$ cat config.mk
export PLATFORM = sky130hd
export DESIGN_NAME = bus_wait_ctrl
export DESIGN_NICKNAME = d
export VERILOG_FILES = /design/src/rtl/bwc_pkg.sv /design/src/rtl/bwc_rdy_sync.sv /design/src/rtl/bwc_down_cnt.sv /design/src/rtl/bwc_seq.sv /design/src/rtl/bus_wait_ctrl.sv
export SDC_FILE = /design/constraint.sdc
export NUM_CORES = 1
export LEC_CHECK = 0
export BUFFER_PORTS_ARGS = -buffer_cell sky130_fd_sc_hd__buf_4
export CORE_ASPECT_RATIO = 1.1
export CORE_MARGIN = 2
export CORE_UTILIZATION = 50
export CTS_BUF_LIST = sky130_fd_sc_hd__clkbuf_8 sky130_fd_sc_hd__clkbuf_16
export CTS_CLUSTER_DIAMETER = 60
export DETAILED_ROUTE_END_ITERATION = 7
export PLACE_DENSITY_LB_ADDON = 0.3
export SLEW_MARGIN = 20
export SYNTH_ARGS = -nofsm -noshare
export SYNTH_HDL_FRONTEND = slang
export SYNTH_HIERARCHICAL = 1
export SYNTH_SLANG_ARGS = --single-unit
$ cat constraint.sdc
create_clock -name clk_i -period 2.6 [get_ports clk_i]
set_clock_uncertainty 0.15 [all_clocks]
set_input_delay 0.13 -clock clk_i [delete_from_list [all_inputs] [get_ports clk_i]]
set_output_delay 0.13 -clock clk_i [all_outputs]
set_load 0.05 [all_outputs]
$ cat src/rtl/bwc_pkg.sv
`timescale 1ns/1ps
package bwc_pkg;

  typedef enum logic [1:0] {
    ST_IDLE   = 2'd0,
    ST_STROBE = 2'd1,
    ST_TRAIL  = 2'd2
  } bwc_state_e;

  typedef struct packed {
    logic wr;
    logic mux;
    logic trail_ws;
    logic rdy_en;
    logic rdy_async;
  } bwc_cfg_t;

  localparam int unsigned TR_W = 2;

endpackage

$ cat src/rtl/bwc_rdy_sync.sv
`timescale 1ns/1ps
// READY capture chain; stage 0 feeds the synchronous path, last stage the asynchronous one
module bwc_rdy_sync #(
  parameter int unsigned ASYNC_FF = 2
) (
  input  logic clk_i,
  input  logic rst_ni,
  input  logic ready_ni,
  input  logic async_i,
  output logic rdy_seen_o
);
  localparam int unsigned LAST = ASYNC_FF - 1;

  logic [ASYNC_FF-1:0] stage_q;

  always_ff @(posedge clk_i or negedge rst_ni) begin
    if (!rst_ni) stage_q[0] <= 1'b1;
    else         stage_q[0] <= ready_ni;
  end

  for (genvar g = 1; g < ASYNC_FF; g++) begin : g_stage
    always_ff @(posedge clk_i or negedge rst_ni) begin
      if (!rst_ni) stage_q[g] <= 1'b1;
      else         stage_q[g] <= stage_q[g-1];
    end
  end

  assign rdy_seen_o = async_i ? !stage_q[LAST] : !stage_q[0];

endmodule

$ cat src/rtl/bwc_down_cnt.sv
`timescale 1ns/1ps
module bwc_down_cnt #(
  parameter int unsigned W = 4
) (
  input  logic         clk_i,
  input  logic         rst_ni,
  input  logic         load_i,
  input  logic [W-1:0] val_i,
  input  logic         dec_i,
  output logic         zero_o
);
  logic [W-1:0] cnt_q;

  always_ff @(posedge clk_i or negedge rst_ni) begin
    if (!rst_ni)     cnt_q <= '0;
    else if (load_i) cnt_q <= val_i;
    else if (dec_i)  cnt_q <= cnt_q - 1'b1;
  end

  assign zero_o = (cnt_q == '0);

endmodule

$ cat src/rtl/bwc_seq.sv
`timescale 1ns/1ps
module bwc_seq
  import bwc_pkg::*;
(
  input  logic            clk_i,
  input  logic            rst_ni,
  input  logic            req_i,
  input  logic            ws_zero_i,
  input  logic            tr_zero_i,
  input  logic            rdy_en_i,
  input  logic            rdy_seen_i,
  input  logic [TR_W-1:0] trail_len_i,
  output logic            accept_o,
  output logic            ws_dec_o,
  output logic            tr_load_o,
  output logic [TR_W-1:0] tr_val_o,
  output logic            tr_dec_o,
  output bwc_state_e      state_o,
  output logic            done_o
);
  bwc_state_e state_q, state_d;
  logic       end_c;
  logic       done_q;

  always_comb begin
    state_d  = state_q;
    accept_o = 1'b0;
    end_c    = 1'b0;
    unique case (state_q)
      ST_IDLE: begin
        if (req_i) begin
          accept_o = 1'b1;
          state_d  = ST_STROBE;
        end
      end
      ST_STROBE: begin
        // READY is only consulted once programmed waitstates are spent
        if (ws_zero_i && (!rdy_en_i || rdy_seen_i)) begin
          end_c   = 1'b1;
          state_d = (trail_len_i != '0) ? ST_TRAIL : ST_IDLE;
        end
      end
      ST_TRAIL: begin
        if (tr_zero_i) state_d = ST_IDLE;
      end
      default: state_d = ST_IDLE;
    endcase
  end

  always_ff @(posedge clk_i or negedge rst_ni) begin
    if (!rst_ni) begin
      state_q <= ST_IDLE;
      done_q  <= 1'b0;
    end else begin
      state_q <= state_d;
      done_q  <= end_c;
    end
  end

  assign ws_dec_o  = (state_q == ST_STROBE) && !ws_zero_i;
  assign tr_load_o = end_c;
  assign tr_val_o  = trail_len_i - 1'b1;
  assign tr_dec_o  = (state_q == ST_TRAIL) && !tr_zero_i;
  assign state_o   = state_q;
  assign done_o    = done_q;

endmodule

$ cat src/rtl/bus_wait_ctrl.sv
`timescale 1ns/1ps
module bus_wait_ctrl
  import bwc_pkg::*;
#(
  parameter int unsigned WS_W     = 4,
  parameter int unsigned ASYNC_FF = 2
) (
  input  logic            clk_i,
  input  logic            rst_ni,
  input  logic            req_i,
  input  logic            wr_i,
  input  logic            mux_i,
  input  logic [WS_W-1:0] ws_i,
  input  logic            trail_ws_i,
  input  logic            rdy_en_i,
  input  logic            rdy_async_i,
  input  logic            ready_ni,
  output logic            rd_no,
  output logic            wr_no,
  output logic            done_o,
  output logic            busy_o
);
  bwc_cfg_t        cfg_q;
  bwc_state_e      state;
  logic            accept;
  logic            ws_zero, ws_dec;
  logic            tr_zero, tr_dec, tr_load;
  logic [TR_W-1:0] tr_val, trail_len;
  logic            rdy_seen;
  logic            strobe_act;

  always_ff @(posedge clk_i or negedge rst_ni) begin
    if (!rst_ni) begin
      cfg_q <= '0;
    end else if (accept) begin
      cfg_q <= '{wr: wr_i, mux: mux_i, trail_ws: trail_ws_i,
                 rdy_en: rdy_en_i, rdy_async: rdy_async_i};
    end
  end

  assign trail_len = {1'b0, cfg_q.mux} + {1'b0, cfg_q.trail_ws};

  bwc_rdy_sync #(.ASYNC_FF(ASYNC_FF)) u_rdy (
    .clk_i      (clk_i),
    .rst_ni     (rst_ni),
    .ready_ni   (ready_ni),
    .async_i    (cfg_q.rdy_async),
    .rdy_seen_o (rdy_seen)
  );

  bwc_down_cnt #(.W(WS_W)) u_ws_cnt (
    .clk_i  (clk_i),
    .rst_ni (rst_ni),
    .load_i (accept),
    .val_i  (ws_i),
    .dec_i  (ws_dec),
    .zero_o (ws_zero)
  );

  bwc_down_cnt #(.W(TR_W)) u_tr_cnt (
    .clk_i  (clk_i),
    .rst_ni (rst_ni),
    .load_i (tr_load),
    .val_i  (tr_val),
    .dec_i  (tr_dec),
    .zero_o (tr_zero)
  );

  bwc_seq u_seq (
    .clk_i       (clk_i),
    .rst_ni      (rst_ni),
    .req_i       (req_i),
    .ws_zero_i   (ws_zero),
    .tr_zero_i   (tr_zero),
    .rdy_en_i    (cfg_q.rdy_en),
    .rdy_seen_i  (rdy_seen),
    .trail_len_i (trail_len),
    .accept_o    (accept),
    .ws_dec_o    (ws_dec),
    .tr_load_o   (tr_load),
    .tr_val_o    (tr_val),
    .tr_dec_o    (tr_dec),
    .state_o     (state),
    .done_o      (done_o)
  );

  assign strobe_act = (state == ST_STROBE);
  assign rd_no      = !(strobe_act && !cfg_q.wr);
  assign wr_no      = !(strobe_act &&  cfg_q.wr);
  assign busy_o     = (state != ST_IDLE);

endmodule

==> results of run 1 <==
-- layout by cell type (no fill, tap or decap) --
master         count
a311oi_1           1
and2b_1            1
buf_4             17
clkbuf_8           4
dfrtp_1           14
dfstp_2            2
dlygate4sd3_1     11
ha_1               4
inv_1              7
mux2_2             7
mux2i_1            1
nand2_1            6
nand2b_1           4
nand3b_1           1
nor2_1             4
nor2b_1            1
nor3b_1            2
nor4b_4            1
o21ai_0            4
o31a_1             1
o32ai_2            1
or2_2              1
or3b_1             1
xnor2_1            2
xor2_1             2
-- stage by stage --
step	worst slack (ns)	hold slack (ns)
floorplan	0.680	-0.316
global placement	0.681	-0.149
detailed placement	0.582	-0.150
CTS	0.569	0.0133
global route	0.389	0.0227
finish	0.557	0.0136
-- power by group --
| group | internal [mW] | switching, mW | leakage [nW] | total (mW) |
|---|---|---|---|---|
| Clock | 0.134 | 0.0825 | 0.0288 | 0.217 |
| Combinational | 0.278 | 0.301 | 0.300 | 0.579 |
| Sequential | 0.355 | 0.0863 | 0.189 | 0.441 |
| Total | 0.767 | 0.470 | 0.518 | 1.24 |
-- routing by layer --
layer  vias to the layer above  global-route usage, %  wire length [microns]
met5                         -                      0                      0
met3                         3                   3.57                     33
met2                         8                   34.1                    820
met4                         0                   7.74                     18
li1                        293                      -                      -
met1                       284                   21.9                    650
-- worst max-delay path, stage by stage (launching register included) --
cell and delay (ns):
dfrtp_1 0.42, inv_1 0.07, ha_1 0.21, nor3b_1 0.17, nor2_1 0.30, nor4b_4 0.27, xor2_1 0.09, mux2_2 0.26
-- final cells by class --
cell class | count | area (sq um)
Tap cell | 17 | 21.3
Fill cell | 110 | 412
Inverter | 7 | 26.3
Clock buffer | 4 | 55.1
Timing Repair Buffer | 28 | 238
Multi-Input combinational cell | 45 | 365
Sequential cell | 16 | 403
-- flip-flops by register name, summed over array words and instances (netlist names) --
| register | cells |
|---|---|
| u_rdy/stage_q | 2 |
| u_ws_cnt/cnt_q | 4 |
| cfg_q | 5 |
| u_seq/done_o | 1 |
| u_tr_cnt/cnt_q | 2 |
| u_seq/state_o | 2 |
-- worst max-delay path by stage --
| stage | from | end | slack [ns] | depth (start not counted) |
|---|---|---|---|---|
| 2_1_floorplan | u_seq/state_o[0]$_DFFE_PN0P_ | cfg_q[0]$_DFFE_PN0P_ | 0.68 | 2 |
| 3_3_place_gp | u_ws_cnt/cnt_q[0]$_DFFE_PN0P_ | u_ws_cnt/cnt_q[3]$_DFFE_PN0P_ | 0.68 | 7 |
| 3_5_place_dp | u_ws_cnt/cnt_q[0]$_DFFE_PN0P_ | u_ws_cnt/cnt_q[3]$_DFFE_PN0P_ | 0.58 | 7 |
| 4_1_cts | u_ws_cnt/cnt_q[0]$_DFFE_PN0P_ | u_ws_cnt/cnt_q[3]$_DFFE_PN0P_ | 0.57 | 7 |
| 5_1_grt | u_ws_cnt/cnt_q[0]$_DFFE_PN0P_ | u_ws_cnt/cnt_q[3]$_DFFE_PN0P_ | 0.39 | 7 |
| 6_report | u_ws_cnt/cnt_q[0]$_DFFE_PN0P_ | u_ws_cnt/cnt_q[3]$_DFFE_PN0P_ | 0.56 | 7 |
-- cells by family after synthesis --
kind of cell / share of synthesized area (%)
DFF: 50.7
adders and majority gates: 6.30
buffers and inverters: 3.31
AOI/OAI and AO/OA: 6.77
xor gates and xnor gates: 4.41
muxes: 11.2
and+or+nand+nor: 17.3
-- Yosys cell counts (all sizes together) --
master | instances | area (sq um)
dfrtp | 14 | 350
mux2 | 7 | 78.8
nor2b | 1 | 6.26
inv | 7 | 26.3
or3b | 1 | 8.76
o32ai | 1 | 16.3
a311oi | 1 | 8.76
dfstp | 2 | 52.6
o21ai | 4 | 20.0
ha | 4 | 50.1
nand3b | 1 | 7.51
xnor2 | 2 | 17.5
or2 | 1 | 6.26
nor4b | 1 | 23.8
o31a | 1 | 8.76
nor2 | 4 | 15.0
mux2i | 1 | 10.0
nand2 | 6 | 22.5
and2b | 1 | 7.51
xor2 | 2 | 17.5
nor3b | 2 | 15.0
nand2b | 4 | 25.0
==> impl_metrics.tcl, run 1 <==
set metrics [dict create \
    status "completed" \
    die_y_microns 45.8 \
    ys_types 22 \
    cts_tree "yes" \
    period_minus_slack_ns 2.04 \
    drc 0 \
    wl_mm 1.52 \
    setup_viol 0 \
    coreArea_sq_um 1520 \
    cts_sinks 16 \
    final_nets 118 \
    clk_latency_ns 0.25 \
    antenna_found_initial 0 \
    power_mw 1.24 \
    grt_remaining_overflow 0 \
    r2r-end "u_ws_cnt/cnt_q[3]$_DFFE_PN0P_" \
    wl_per_cell_microns 13.0 \
    numCtsBuffers 3 \
    p_per_area_nw_per_um2 1120 \
    placed_cells_incl_taps 102 \
    ant_nets 0 \
    required_ns 2.58 \
    areaGrowthSynthToFinish_pct 39.5 \
    postCtsHoldBufs 11 \
    r2r_slack_ns 0.56 \
    syn_avg_cell_area_sq_um 11.7 \
    die_w_microns 42.0 \
    clock-root-buffer "clkbuf_8" \
    synth_area_sq_um 795 \
    track_usage_pct 18.7 \
    clockBufferDepth 2 \
    ys_seq_elements 16 \
    io_buffers 16 \
    rows 15 \
    holdPathStages 3 \
    io_pins 17 \
    tightest_slew_ns 0.351 \
    design_area_sq_um 1110 \
    hold_end "u_seq/state_o[0]$_DFFE_PN0P_" \
    num_vias 588 \
    rsz0062_at_grt "false" \
    min-delay-start "req_i" \
    rr_worst_depth 7 \
    finalSetupTns_ns 0 \
    fmax_mhz 489 \
    yosys_warnings 6 \
    end_kind "flip-flop" \
    maxCapViolCount 0 \
    dp_hpwl_mm 1.02 \
    grt_max_degree 17 \
    die_area_sq_um 1920 \
    first_global_vias 631 \
    path_class "reg -> reg" \
    vias_per_cell 5.03 \
    cts_repair_resize_count 0 \
    fin_cells 117 \
    crit_path_start_kind "flip-flop" \
    grt_pass1_wl_mm 2.59 \
    htree_levels 1 \
    maxSlewViolCount 0 \
    drt_iter0_markers 6 \
    slew_headroom_pct 76.5 \
    irDropWorstVdd_uv 669 \
    hold_viol 0 \
    firstDrtPassIters 4 \
    critPathMaxFanout 4 \
    syn_nets 85 \
    fin_crit_sh_pct 78.6 \
    antenna_cells 0 \
    synthCells 68 \
    postCtsSetupBuffers 0 \
    post-route-util_pct 72.9 \
    drive_above_1_share_pct 33.0 \
    clk_pin_slew_ns 0.06 \
    worstPathArrival_ns 2.02 \
    start_util_pct 52.3 \
    p_leak_nw 0.518 \
    hp-class "in -> reg" \
    timing.rr.start "u_ws_cnt/cnt_q[0]$_DFFE_PN0P_" \
    postPlaceCellArea_sq_um 943 \
    ys_seq_area_share_pct 50.7 \
    place_congestion 0.662 \
]
Note: power is estimated with default switching activity, not from simulation.
==> run 2: changes to the inputs <==
- clock period: 2.6 -> 2.1 ns (I/O delays scaled with it)
==> impl_metrics.tcl, run 2 (same netlist as run 1, synthesis figures left out) <==
set metrics [dict create \
    status "completed" \
    final_nets 119 \
    cts_tree "yes" \
    required_ns 2.08 \
    areaGrowthSynthToFinish_pct 41.7 \
    tightest_slew_ns 0.313 \
    clockBufferDepth 2 \
    finalSetupTns_ns 0 \
    clk_latency_ns 0.25 \
    grt_pass1_wl_mm 2.59 \
    io_pins 17 \
    start_util_pct 52.3 \
    fmax_mhz 515 \
    postPlaceCellArea_sq_um 943 \
    placed_cells_incl_taps 102 \
    antenna_found_initial 0 \
    worstPathArrival_ns 1.92 \
    largest_reg_flops 5 \
    pre_cts_slack_ns 0.0815 \
    die_area_sq_um 1920 \
    final_cell_mix "buf_4 (17), dfrtp_1 (14), dlygate4sd3_1 (12)" \
    setup_viol 0 \
    hp-class "in -> async" \
    power_mw 1.54 \
    maxCapViolCount 0 \
    post-route-util_pct 74.1 \
    wl_mm 1.50 \
    combPwrFrac_pct 46.9 \
    cts_sinks 16 \
    fin_ws_ns 0.158 \
    die_y_microns 45.8 \
    track_usage_pct 18.7 \
    num_vias 594 \
    grt_remaining_overflow 0 \
    antenna_cells 0 \
    whs_ns 0.0927 \
    clk_pin_slew_ns 0.06 \
    first_global_vias 634 \
    wl_per_cell_microns 12.7 \
    ant_nets 0 \
    final_common_cell "buf_4" \
    internal_power_mw 0.955 \
    period_minus_slack_ns 1.94 \
    path_class "reg -> reg" \
    grt_max_degree 17 \
    design_area_sq_um 1130 \
    crit_path_start_kind "flip-flop" \
    p_sw_mw 0.583 \
    firstDrtPassIters 4 \
    htree_levels 1 \
    drc 0 \
    drt_iter0_markers 4 \
    numCtsBuffers 3 \
    fillers 109 \
    top_register "cfg_q" \
    p_sw_share_pct 37.9 \
    die_w_microns 42.0 \
    end_kind "flip-flop" \
    critPathMaxFanout 4 \
    p_clk_share_pct 17.4 \
    clock-root-buffer "clkbuf_8" \
    coreArea_sq_um 1520 \
    p_per_area_nw_per_um2 1370 \
    slew_headroom_pct 79.1 \
    rows 15 \
    place_congestion 0.662 \
    p_leak_nw 0.525 \
    vias_per_cell 5.03 \
    dp_hpwl_mm 1.02 \
    irDropWorstVdd_uv 768 \
    drive_above_1_share_pct 34.7 \
    io_buffers 16 \
    power_frac_seq_pct 35.7 \
    maxSlewViolCount 0 \
    fin_crit_sh_pct 92.5 \
    rsz0062_at_grt "false" \
    hold_viol 0 \
    layout_top_registers "cfg_q (5), u_ws_cnt/cnt_q (4)" \
    fin_cells 118 \
]
==> run 2: per-layer routing <==
metal  wire length [microns]  share of wire [%]  vias up  GRT usage [%]
li1                        -                  -      297              -
met1                     640                 43      286           21.9
met2                     809                 54        8           34.1
met3                      33                2.2        3           3.57
met4                      18                1.2        0           7.74
met5                       0                  0        -              0
==> run 2: power groups by stage <==
stage               Clock, mW  Sequential, mW  Combinational (mW)
CTS                     0.272           0.545               0.722
global route            0.284           0.564               0.813
detailed placement          0           0.551               0.697
floorplan                   0           0.542               0.530
global placement            0           0.541               0.673
finish                  0.268           0.548               0.722
==> run 2: worst max-delay path, stage by stage (launching register included) <==
cell	delay, ns
dfrtp_1	0.42
inv_1	0.07
ha_1	0.21
nor3b_2	0.18
nor2_2	0.22
nor4b_4	0.24
xor2_1	0.09
mux2_2	0.26
==> run 2: area by class of cell <==
cell class / instances / area [sq um] / area share [%]
tap: 17 / 21.3 / 1.89
inverter: 7 / 26.3 / 2.33
sequential: 16 / 403 / 35.8
multi-input combinational: 45 / 373 / 33.1
clock buffer: 4 / 55.1 / 4.89
timing repair buffer: 29 / 248 / 22.0
==> run 2: worst paths after layout <==
check                      cells after the start  slack [ns]                       endpoint                          start
min                                            2        0.09   u_seq/state_o[0]$_DFFE_PN0P_                         rst_ni
min reg2reg                                    0        0.22     u_rdy/stage_q[1]$_DFF_PN1_     u_rdy/stage_q[0]$_DFF_PN1_
max                                            7        0.16  u_ws_cnt/cnt_q[3]$_DFFE_PN0P_  u_ws_cnt/cnt_q[0]$_DFFE_PN0P_
min in group clk_i                             0        0.22     u_rdy/stage_q[1]$_DFF_PN1_     u_rdy/stage_q[0]$_DFF_PN1_
max in group asynchronous                      2        1.45     u_rdy/stage_q[1]$_DFF_PN1_                         rst_ni
max reg2reg                                    7        0.16  u_ws_cnt/cnt_q[3]$_DFFE_PN0P_  u_ws_cnt/cnt_q[0]$_DFFE_PN0P_
==> run 2: repair_timing <==
action / CTS / global route
endpoints found under the hold margin: 27 / 0
gates resized for setup: 0 / 2
hold buffers: 12 / 0
endpoints found under the setup margin: 0 / 2
buffers inserted: 0 / 0
==> run 3: changes to the inputs <==
- CORE_ASPECT_RATIO: 1.1 -> not set
- CORE_MARGIN: 2 -> 4
==> impl_metrics.tcl, run 3 (same netlist as run 1, synthesis figures left out) <==
set metrics [dict create \
    finalSetupTns_ns 0 \
    fin_ws_ns 0.151 \
    rr_worst_depth 7 \
    wl_mm 1.44 \
    worstPathArrival_ns 1.93 \
    cts_sinks 16 \
    layout_top_registers "cfg_q (5), u_ws_cnt/cnt_q (4)" \
    place_congestion 0.751 \
    htree_levels 1 \
    rsz0062_at_grt "false" \
    final_common_cell "buf_4" \
    crit_start "u_ws_cnt/cnt_q[0]$_DFFE_PN0P_" \
    critPathMaxFanout 4 \
    die_area_sq_um 2290 \
    vias_per_cell 5.03 \
    grt_remaining_overflow 0 \
    setup_viol 0 \
    cp_cell_sequence "inv_1 > ha_1 > nor3b_2 > nor2_2 > nor4b_4 > xor2_1 > mux2_2" \
    numCtsBuffers 3 \
    ant_nets 0 \
    grt-busiest-layer "met2" \
    crit_path_end "u_ws_cnt/cnt_q[3]$_DFFE_PN0P_" \
    grt_util_met2_pct 25.3 \
    power_mw 1.49 \
    tightest_slew_ns 0.312 \
    drive_above_1_share_pct 33.7 \
    drc 0 \
    dp_hpwl_mm 1.08 \
    start_util_pct 52.7 \
    die_y_microns 47.9 \
    crit_path_start_kind "flip-flop" \
    areaGrowthSynthToFinish_pct 40.3 \
    irDropWorstVdd_uv 913 \
    p_leak_nw 0.523 \
    track_usage_pct 15.6 \
    cts_tree "yes" \
    num_vias 589 \
    maxCapViolCount 0 \
    use_met1_pct 18.7 \
    io_pins 17 \
    final_nets 119 \
    rows 14 \
    p_per_area_nw_per_um2 1340 \
    pre_cts_slack_ns 0.0679 \
    hp-class "in -> async" \
    timing.rr.start "u_ws_cnt/cnt_q[0]$_DFFE_PN0P_" \
    first_global_vias 570 \
    grt_pass1_wl_mm 2.42 \
    top_register "cfg_q" \
    io_buffers 16 \
    required_ns 2.08 \
    end_kind "flip-flop" \
    die_w_microns 47.9 \
    antenna_found_initial 0 \
    drt_iter0_markers 3 \
    wl_per_cell_microns 12.3 \
    slew_headroom_pct 79.1 \
    path_buf_inv 1 \
    hold_viol 0 \
    cp_slowest_cell "dfrtp_1" \
    grt_max_degree 17 \
    r2r-end "u_ws_cnt/cnt_q[3]$_DFFE_PN0P_" \
    period_minus_slack_ns 1.95 \
    post-route-util_pct 74.0 \
    clock-root-buffer "clkbuf_8" \
    path_delay_family "simple AND/OR/NAND/NOR gates" \
    placed_cells_incl_taps 101 \
    largest_reg_flops 5 \
    antenna_cells 0 \
    path_class "reg -> reg" \
    clk_pin_slew_ns 0.06 \
    r2r_slack_ns 0.15 \
    coreArea_sq_um 1510 \
    clockBufferDepth 2 \
    final_cell_mix "buf_4 (17), dfrtp_1 (14), dlygate4sd3_1 (12)" \
    maxSlewViolCount 0 \
    fin_cells 117 \
    firstDrtPassIters 4 \
    status "completed" \
    fmax_mhz 513 \
    slowest_delay_ns 0.42 \
    fin_crit_sh_pct 92.8 \
    clk_latency_ns 0.24 \
    gr-usage-met3_pct 4.89 \
    cp.depth 7 \
    postCtsSetupBuffers 0 \
]
## run 3: changes by cell type in the layout (fill, tap and decap cells not counted), sizes merged
cell,delta
clkbuf,-1
inv,+1
## run 3: how the worst min path moves through the flow
stage / start / to / slack, ns / cells after the start
floorplan: rst_ni / cfg_q[0]$_DFFE_PN0P_ / -0.34 / 0
global placement: rst_ni / u_ws_cnt/cnt_q[3]$_DFFE_PN0P_ / -0.18 / 1
detailed placement: rst_ni / u_seq/state_o[0]$_DFFE_PN0P_ / -0.17 / 1
CTS: rst_ni / cfg_q[4]$_DFFE_PN0P_ / 0.11 / 2
global route: rst_ni / cfg_q[4]$_DFFE_PN0P_ / 0.12 / 2
finish: rst_ni / cfg_q[4]$_DFFE_PN0P_ / 0.1 / 2
## run 3: worst reg2reg max path, stage by stage, from the launching register on
cell     delay [ns]
dfrtp_1        0.42
inv_1          0.06
ha_1           0.21
nor3b_2        0.18
nor2_2         0.20
nor4b_4        0.25
xor2_1         0.10
mux2_2         0.26
## run 3: layer usage
layer  vias up  wire (microns)
met5         -               0
met4         0              30
met3         4              86
met2        17             686
met1       273             632
li1        295               -
## run 3: what timing repair did
item | CTS | global route
endpoints found under the setup margin | 0 | 1
hold buffers | 12 | 0
resized for setup | 0 | 2
hold endpoints to repair | 27 | 0
## run 3: stage by stage
stage / hold slack [ns] / cell area (sq um)
floorplan: -0.341 / 795
global placement: -0.176 / 942
detailed placement: -0.173 / 942
CTS: 0.108 / 1110
global route: 0.116 / 1110
finish: 0.0995 / 1110
## run 3: layout make-up
cell class | count | area [sq um]
Inverter | 7 | 26.3
Multi-Input combinational cell | 45 | 373
Timing Repair Buffer | 29 | 248
Sequential cell | 16 | 403
Tap cell | 16 | 20.0
Clock inverter | 1 | 3.75
Clock buffer | 3 | 41.3
Fill cell | 103 | 392
## run 3: report_power, final
| part | total (mW) | switching [mW] | internal, mW |
|---|---|---|---|
| sequential | 0.549 | 0.110 | 0.439 |
| clock | 0.227 | 0.0982 | 0.129 |
| combinational | 0.716 | 0.365 | 0.351 |
